File: src/rtl/scl_gen_pkg.sv
package scl_gen_pkg;

  typedef enum logic [1:0] {
    PH_IDLE = 2'd0,
    PH_LOW  = 2'd1,
    PH_HIGH = 2'd2
  } scl_phase_e;

endpackage

File: src/rtl/scl_ref_prescaler.sv
module scl_ref_prescaler #(
  parameter int PRE_W = 7
) (
  input  logic             clk,
  input  logic             rst,
  input  logic             run,
  input  logic [PRE_W-1:0] ratio,
  output logic             ref_tick
);

  logic [PRE_W-1:0] eff_ratio;
  logic [PRE_W-1:0] div_cnt;

  // a ratio of zero is treated as one
  assign eff_ratio = (ratio == '0) ? PRE_W'(1) : ratio;

  always_ff @(posedge clk) begin
    if (rst || !run) begin
      div_cnt  <= '0;
      ref_tick <= 1'b0;
    end else if (div_cnt == eff_ratio - PRE_W'(1)) begin
      div_cnt  <= '0;
      ref_tick <= 1'b1;
    end else begin
      div_cnt  <= div_cnt + PRE_W'(1);
      ref_tick <= 1'b0;
    end
  end

endmodule

File: src/rtl/scl_line_sync.sv
module scl_line_sync #(
  parameter int STAGES = 2
) (
  input  logic clk,
  input  logic rst,
  input  logic line_async,
  output logic line_sync
);

  logic [STAGES-1:0] chain;

  generate
    for (genvar i = 0; i < STAGES; i++) begin : g_stage
      if (i == 0) begin : g_first
        always_ff @(posedge clk) begin
          if (rst) chain[0] <= 1'b0;
          else     chain[0] <= line_async;
        end
      end else begin : g_next
        always_ff @(posedge clk) begin
          if (rst) chain[i] <= 1'b0;
          else     chain[i] <= chain[i-1];
        end
      end
    end
  endgenerate

  assign line_sync = chain[STAGES-1];

endmodule

File: src/rtl/scl_phase_ctrl.sv
module scl_phase_ctrl
  import scl_gen_pkg::*;
#(
  parameter int CNT_W = 8
) (
  input  logic             clk,
  input  logic             rst,
  input  logic             enable,
  input  logic             start,
  input  logic             stop,
  input  logic             ref_tick,
  input  logic             line_high,
  input  logic [CNT_W-1:0] hi_ticks,
  input  logic [CNT_W-1:0] lo_ticks,
  output logic             pull_low,
  output logic             running,
  output logic             mid_low,
  output logic             mid_high
);

  scl_phase_e       phase;
  logic [CNT_W-1:0] tick_cnt;
  logic             stop_pend;
  logic [CNT_W-1:0] eff_lo;
  logic [CNT_W-1:0] eff_hi;
  logic [CNT_W-1:0] last_lo;
  logic [CNT_W-1:0] last_hi;
  logic [CNT_W-1:0] half_lo;
  logic [CNT_W-1:0] half_hi;

  always_comb begin
    eff_lo  = (lo_ticks == '0) ? CNT_W'(1) : lo_ticks;
    eff_hi  = (hi_ticks == '0) ? CNT_W'(1) : hi_ticks;
    last_lo = eff_lo - CNT_W'(1);
    last_hi = eff_hi - CNT_W'(1);
    half_lo = last_lo >> 1;
    half_hi = last_hi >> 1;
  end

  assign running = (phase != PH_IDLE);

  always_ff @(posedge clk) begin
    if (rst || !enable) begin
      phase     <= PH_IDLE;
      tick_cnt  <= '0;
      stop_pend <= 1'b0;
      pull_low  <= 1'b0;
      mid_low   <= 1'b0;
      mid_high  <= 1'b0;
    end else begin
      mid_low  <= 1'b0;
      mid_high <= 1'b0;
      if (stop && phase != PH_IDLE) stop_pend <= 1'b1;
      unique case (phase)
        PH_IDLE: begin
          if (start) begin
            phase    <= PH_LOW;
            pull_low <= 1'b1;
            tick_cnt <= '0;
          end
        end
        PH_LOW: begin
          if (ref_tick) begin
            if (tick_cnt == half_lo) mid_low <= 1'b1;
            if (tick_cnt == last_lo) begin
              tick_cnt <= '0;
              pull_low <= 1'b0;
              if (stop_pend || stop) begin
                phase     <= PH_IDLE;
                stop_pend <= 1'b0;
              end else begin
                phase <= PH_HIGH;
              end
            end else begin
              tick_cnt <= tick_cnt + CNT_W'(1);
            end
          end
        end
        PH_HIGH: begin
          // ticks only count once the line is seen high (stretch support)
          if (ref_tick && line_high) begin
            if (tick_cnt == half_hi) mid_high <= 1'b1;
            if (tick_cnt == last_hi) begin
              tick_cnt <= '0;
              pull_low <= 1'b1;
              phase    <= PH_LOW;
            end else begin
              tick_cnt <= tick_cnt + CNT_W'(1);
            end
          end
        end
        default: phase <= PH_IDLE;
      endcase
    end
  end

endmodule

File: src/rtl/scl_clock_gen.sv
module scl_clock_gen #(
  parameter int PRE_W     = 7,
  parameter int CNT_W     = 8,
  parameter int SYNC_STGS = 2
) (
  input  logic               clk,
  input  logic               rst,
  input  logic               enable,
  input  logic [PRE_W-1:0]   prescale,
  input  logic [2*CNT_W-1:0] divider,
  input  logic               start,
  input  logic               stop,
  input  logic               scl_in,
  output logic               scl_pull,
  output logic               busy,
  output logic               mid_low_stb,
  output logic               mid_high_stb
);

  localparam int DIV_W = 2 * CNT_W;

  logic             ref_tick;
  logic             line_high;
  logic [CNT_W-1:0] hi_ticks;
  logic [CNT_W-1:0] lo_ticks;

  assign hi_ticks = divider[DIV_W-1:CNT_W];
  assign lo_ticks = divider[CNT_W-1:0];

  scl_ref_prescaler #(.PRE_W(PRE_W)) u_pre (
    .clk      (clk),
    .rst      (rst),
    .run      (enable && busy),
    .ratio    (prescale),
    .ref_tick (ref_tick)
  );

  scl_line_sync #(.STAGES(SYNC_STGS)) u_sync (
    .clk        (clk),
    .rst        (rst),
    .line_async (scl_in),
    .line_sync  (line_high)
  );

  scl_phase_ctrl #(.CNT_W(CNT_W)) u_phase (
    .clk       (clk),
    .rst       (rst),
    .enable    (enable),
    .start     (start),
    .stop      (stop),
    .ref_tick  (ref_tick),
    .line_high (line_high),
    .hi_ticks  (hi_ticks),
    .lo_ticks  (lo_ticks),
    .pull_low  (scl_pull),
    .running   (busy),
    .mid_low   (mid_low_stb),
    .mid_high  (mid_high_stb)
  );

endmodule

File: config.mk
export PLATFORM = sky130hd
export DESIGN_NAME = scl_clock_gen
export DESIGN_NICKNAME = d
export VERILOG_FILES = /design/src/rtl/scl_gen_pkg.sv /design/src/rtl/scl_ref_prescaler.sv /design/src/rtl/scl_line_sync.sv /design/src/rtl/scl_phase_ctrl.sv /design/src/rtl/scl_clock_gen.sv
export SDC_FILE = /design/constraint.sdc
export NUM_CORES = 1
export LEC_CHECK = 0
export BUFFER_PORTS_ARGS = -buffer_cell sky130_fd_sc_hd__buf_2
export CAP_MARGIN = 20
export CORE_UTILIZATION = 37
export CTS_BUF_LIST = sky130_fd_sc_hd__clkbuf_8 sky130_fd_sc_hd__clkbuf_16
export CTS_CLUSTER_DIAMETER = 30
export DETAILED_ROUTE_END_ITERATION = 16
export GPL_TIMING_DRIVEN = 0
export PLACE_DENSITY_LB_ADDON = 0.08
export RECOVER_POWER = 100
export SYNTH_ARGS = -nofsm -noshare
export SYNTH_HDL_FRONTEND = slang
export SYNTH_HIERARCHICAL = 1
export SYNTH_SLANG_ARGS = --single-unit
File: constraint.sdc
create_clock -name clk -period 3.9 [get_ports clk]
set_input_delay 0.78 -clock clk [delete_from_list [all_inputs] [get_ports clk]]
set_output_delay 0.78 -clock clk [all_outputs]
set_load 0.02 [all_outputs]
After elaboration in Yosys (flattened, before gate mapping)
Index checks and enable logic that the tools add are counted.
Word-level totals
  input bits: 29
  logic and storage cells: 81
  register bits: 24
  output and inout port bits: 4
Operators by class
  equality and inequality tests: 12
  multiplexer cells: 30
  reductions and logical operators: 20
  bitwise gates (word level): 4
  add/subtract/negate cells: 5
Operators by type and width (number)
  8-bit 2-to-1 mux: 7
  8-bit one-hot mux with 3 select lines: 1
  8-bit by 7-bit equality test with 1-bit output: 2
  8-bit equality test: 2
  8-bit zero test: 2
  8-bit by 1-bit subtractor with 8-bit output (second input constant): 2
  1-bit 2-to-1 mux: 13
  2-bit 2-to-1 mux: 6
  8-bit by 1-bit adder with 8-bit output (second input constant): 1
  7-bit by 1-bit adder with 7-bit output (second input constant): 1
  7-bit equality test: 1
  7-bit zero test: 1
  7-bit 2-to-1 mux: 1
  7-bit by 1-bit subtractor with 7-bit output (second input constant): 1
  2-bit by 1-bit inequality test with 1-bit output (second input constant): 3
  2-bit one-hot mux with 3 select lines: 1
  6-bit AND reduction: 1
  3-bit OR reduction: 2
  5-bit AND reduction: 1
  2-bit inequality test (second input constant): 2
  1-bit inverter: 4
  4-bit AND reduction: 1
  1-bit logical AND: 3
  1-bit logical OR: 3
  other kinds (8): 9

Logic depth before layout (Yosys ltp)
  depth in word-level cells: 7
  depth in mapped cells: 12
  mapped depth without buffers: 11

Hierarchy
The synthesis kept the hierarchy.
By module, submodules not included
  scl_phase_ctrl: seq. area each 280.3 um^2, area each 1589.0 um^2, times used 1, cells each 202
  scl_ref_prescaler: seq. area each 160.2 um^2, area each 509.2 um^2, times used 1, cells each 61
  scl_line_sync: seq. area each 40.0 um^2, area each 52.6 um^2, times used 1, cells each 4
  scl_clock_gen: seq. area each 0.0 um^2, area each 6.3 um^2, times used 1, cells each 1

Least setup slack after synthesis
No wires, ideal clock.
  kind: in2reg
  start: input port divider[11]
  end: register u_phase.phase[0]
  slack: 0.493 ns
  library setup time: 0.118 ns
  arrival time: 3.289 ns
  path buffers: 1
  stages on the path: 12
  data required time: 3.782 ns
  cell sequence: clkbuf_1 -> nor3_1 -> a21oi_1 -> ha_1 -> or4b_2 -> nor2_1 -> xnor2_1 -> o2111a_1 -> nand4_1 -> o2bb2ai_2 -> a211o_2 -> mux2i_1
Between the ends
  longest elaborated chain between the ends: 6
Ends and longest elaborated chain
  start: declaration: RTL line scl_clock_gen.sv:10  | input logic [2*CNT_W-1:0] divider,
  8-bit zero test: RTL line scl_phase_ctrl.sv:33  | eff_hi = (hi_ticks == '0) ? CNT_W'(1) : hi_ticks;
  8-bit 2-to-1 mux (*): RTL line scl_phase_ctrl.sv:33
  8-bit by 1-bit subtractor with 8-bit output (*): RTL line scl_phase_ctrl.sv:35  | last_hi = eff_hi - CNT_W'(1);
  8-bit equality test (*): RTL line scl_phase_ctrl.sv:83  | if (tick_cnt == last_hi) begin
  2-bit by 1-bit inequality test with 1-bit output (no source line) (*)
  5-bit AND reduction (no source line) (*)
  end signal: assignment: RTL line scl_phase_ctrl.sv:44  | phase <= PH_IDLE;
  end signal: assignment: RTL line scl_phase_ctrl.sv:86  | phase <= PH_LOW;
  end signal: assignment: RTL line scl_phase_ctrl.sv:92  | default: phase <= PH_IDLE;
  end: declaration: RTL line scl_phase_ctrl.sv:21  | scl_phase_e phase;
Mark *: on every way between the ends. The rest lies on a longest branch, timed or not.
A chain may end at the register's enable or synchronous reset.

Worst setup path in the final report
  start: input port divider[4]
  end: register u_phase.tick_cnt[2]
Between the ends
  longest elaborated chain between the ends: 7
Ends and longest elaborated chain
  8-bit zero test: RTL line scl_phase_ctrl.sv:32  | eff_lo = (lo_ticks == '0) ? CNT_W'(1) : lo_ticks;
  8-bit 2-to-1 mux (*): RTL line scl_phase_ctrl.sv:32
  8-bit by 1-bit subtractor with 8-bit output (*): RTL line scl_phase_ctrl.sv:34  | last_lo = eff_lo - CNT_W'(1);
  8-bit equality test (*): RTL line scl_phase_ctrl.sv:65  | if (tick_cnt == last_lo) begin
  8-bit 2-to-1 mux (*): RTL line scl_phase_ctrl.sv:65
  8-bit 2-to-1 mux (*): RTL line scl_phase_ctrl.sv:63  | if (ref_tick) begin
  8-bit one-hot mux with 3 select lines (*): RTL line scl_phase_ctrl.sv:54  | unique case (phase)
  end signal: assignment: RTL line scl_phase_ctrl.sv:75  | tick_cnt <= tick_cnt + CNT_W'(1);
  end signal: assignment: RTL line scl_phase_ctrl.sv:88  | tick_cnt <= tick_cnt + CNT_W'(1);
  end: declaration: RTL line scl_phase_ctrl.sv:22  | logic [CNT_W-1:0] tick_cnt;
Mark *: on every way between the ends. The rest lies on a longest branch, timed or not. The select of a mux whose other input is x is not followed.

==> qor.csv <==
stage;metric;value;unit
outcome;status;complete, no violations;
clock_network;total clock sinks;24;
setup_path;crit path launch type;input pin;
setup_path;worst endpoint required time;4.03;ns
global_routing;All-Layer GR Usage;0.169;
timing;final-report max-slew violation count;0;
logic_synthesis;post-synth top area share;0.223;
logic_synthesis;dominant cells by area after synthesis;dfxtp_1 (22%), xnor2_1 (17%), ha_1 (5.2%);
global_routing;vias in the first global route;1756;
timing;minimum clock period;3.48;ns
setup_path;crit-path max FO;9;
clock_network;Clock transition at path regs;0.09;ns
logic_synthesis;Most used DFF post-synth;dfxtp_1;
cells_and_area;Fillers;617;
clock_network;CTS tree;built;
logic_synthesis;EDFF count, synth;0;
cells_and_area;utilization after layout;0.438;
placed_design;Post-DP HPWL;3.79;mm
timing;clock skew;0.00187;ns
power;Total Power;608;uW
setup_path;CP endpoint kind;flop;
power;Net Sw Power;160;uW
setup_path;Setup CP Type;input pin to flop;
cells_and_area;Register Area;480;sq um
cells_and_area;Area growth, synth to finish;13.2;%
floorplanning;initial core utilization;0.387;
clock_network;clock root cell;clkbuf_8;
floorplanning;Ports;33;
timing;worst hold margin;0.450;ns
detailed_routing;DR WL/cell;13.1;um
logic_synthesis;Syn Std Cell Area;2160;sq um
floorplanning;die span in y;78.4;um
timing;slew margin rel.;0.651;
detailed_routing;routed via count;1978;
cells_and_area;share of layout cells above drive strength 1;0.136;
logic_synthesis;most common cell in the netlist;xnor2_1;
placed_design;PortBufs;29;
worst_hold_path;Hold Path Class;flop to flop;
worst_hold_path;Worst Hold Depth;1;
run;Max Cap Viol;0;
timing;actual slew at the worst max-slew pin;0.523;ns
power;Leak Pwr;0.000896;uW
timing;setup ws final;0.425;ns
setup_path;R2R cell count;8;
clock_network;clock buffer count from CTS;3;
timing;Final period util;0.891;
cells_and_area;fin nets;340;
logic_synthesis;register area share after synthesis;0.223;
global_routing;first-pass GRT wire length;8.27;mm
placed_design;cell count after placement;369;
logic_synthesis;Seq cells post-synth;24;
power;combinational share of power;0.227;
global_routing;initial antenna violation count;0;
logic_synthesis;Synth Instances;268;
power;P per Cell Area;249;nW/um^2
logic_synthesis;Yosys warnings;6;
placed_design;Post-Place Setup Slack;-0.0284;ns
clock_network;CTS Buffer Depth;2;
power;Int Pwr;448;uW
detailed_routing;DRT antenna net count;0;
clock_network;htree depth;1;
global_routing;largest net degree at the start of global routing;15;
detailed_routing;DRT Wirelength;4.88;mm
clock_network;Setup Buffers After CTS;0;
logic_synthesis;Yosys cell types;53;
timing;final setup fails;0;
detailed_routing;drc violations;0;
logic_synthesis;top cells by count, synth;xnor2_1 (42), dfxtp_1 (24), nand2_1 (19);
logic_synthesis;Async S/R FF share, synth;0;
cells_and_area;multi-input logic area;1560;sq um
placed_design;RD Place Congestion;0.780;
clock_network;worst-skew pair later-pin latency;0.27;ns
floorplanning;die area;6140;sq um
floorplanning;site row count;27;
power;clock group share of total power;0.360;
logic_synthesis;Mapped Avg Cell Area;8.05;sq um
detailed_routing;router iterations before antenna repair;4;
setup_path;WP data arrival;3.61;ns
logic_synthesis;area leader, netlist;dfxtp_1;
floorplanning;die width;78.4;um
power;sequential share of power;0.413;
detailed_routing;Initial DRC Count;95;
logic_synthesis;synthesized net count;306;
global_routing;gr ovfl total;0;
floorplanning;Core Box Area;5570;sq um
timing;Fin. Hold Viols;0;
cells_and_area;post-route insts no fill;373;
cells_and_area;number of diodes;0;
timing;Max Fclk;0.288;GHz
detailed_routing;DR vias/cell;5.30;
power;peak supply drop;0.246;mV
power;switching share of power;0.262;
timing;RSZ-0062 raised after global routing;no;
cell usage in the layout, fill, tap and decap left out, types with 2 or more instances in the layout:
cell,Yosys,final
nor3_1,9,10
nor4_2,2,2
nor2_1,16,16
o31ai_1,3,3
inv_1,11,11
or4b_2,2,2
dfxtp_1,24,24
ha_1,9,9
xnor2_1,42,42
nor3b_1,9,9
nand2_1,19,20
nor2b_1,5,5
nor4b_1,3,3
o21ai_0,10,11
and2_0,1,2
xor2_1,6,6
buf_2,3,26
a21oi_1,11,11
mux2i_1,4,4
a31oi_1,4,4
nand4_1,5,5
clkbuf_2,1,2
nand2b_1,4,4
and3_1,4,4
nor4_1,5,5
clkbuf_8,0,3
nand3_1,13,13
a211o_1,3,3
or3_1,4,4
or4_1,4,4
clkbuf_1,7,12
o2111a_1,1,2
final cells by class:
type                       count  share of cell area
buffer                        13              0.0256
sequential                    24               0.197
clock inverter                 1              0.0123
tap                           72              0.0369
clock buffer                   3              0.0169
timing repair buffer          29              0.0564
multi-input combinational    220               0.638
inverter                      11              0.0169
flip-flops by register name, summed over array words and instances (netlist names):
name,flops
u_sync/chain,1
u_phase/tick_cnt,8
u_phase/mid_high,1
u_phase/pull_low,1
u_sync/line_sync,1
u_pre/ref_tick,1
u_pre/div_cnt,7
u_phase/phase,2
u_phase/stop_pend,1
u_phase/mid_low,1
power groups by stage:
stage	registers, uW	logic, uW	clock network (uW)
detailed placement	257	139	0
CTS	251	140	233
floorplan	257	97.1	0
finish	251	138	219
global placement	257	138	0
global route	252	153	242
path summary, 6_finish.rpt:
check | start | endpoint | slack (ns)
hold / removal | u_sync/chain[0] | u_sync/line_sync | 0.45
hold reg to reg | u_sync/chain[0] | u_sync/line_sync | 0.45
setup / recovery | divider[4] | u_phase/tick_cnt[2] | 0.42
setup reg to reg | u_phase/tick_cnt[7] | u_phase/tick_cnt[5] | 1.48
per-layer routing:
metal / part of all wire / track usage / vias up / wire length (um)
met3: 0.032 / 0.0291 / 2 / 158
met4: 0.0055 / 0.0333 / 0 / 27
li1: - / - / 1031 / -
met2: 0.47 / 0.284 / 31 / 2290
met5: 0 / 0 / - / 0
met1: 0.49 / 0.226 / 914 / 2400
what timing repair did:
action                                  CTS  global route
gates resized for setup                   0             2
endpoints found under the setup margin    0             1
hold buffers                              0             0
kinds of logic after synthesis:
family | count (synthesis) | share of synthesized area
flops | 24 | 0.223
fa+ha+maj | 9 | 0.0522
simple gates | 111 | 0.294
buf+inv | 24 | 0.0476
compound gates | 47 | 0.160
xor+xnor | 49 | 0.205
mux | 4 | 0.0186
through the flow:
stage | instance area [sq um] | TNS (ns)
4_1_cts | 2460 | 0
6_report | 2440 | 0
3_5_place_dp | 2390 | -0.0729
3_3_place_gp | 2390 | 0
2_1_floorplan | 2160 | 0
5_1_grt | 2440 | 0
critical path: stages:
cell and delay, ns:
buf_2 0.18, nor4_1 0.11, a21oi_1 0.22, ha_1 0.26, nor3b_1 0.40, nor3b_1 0.42, xnor3_1 0.22, nand4_1 0.15
o31ai_1 0.34, nand2_1 0.27, a21oi_1 0.21, a31oi_1 0.05
(Power assumes the default switching activity.)
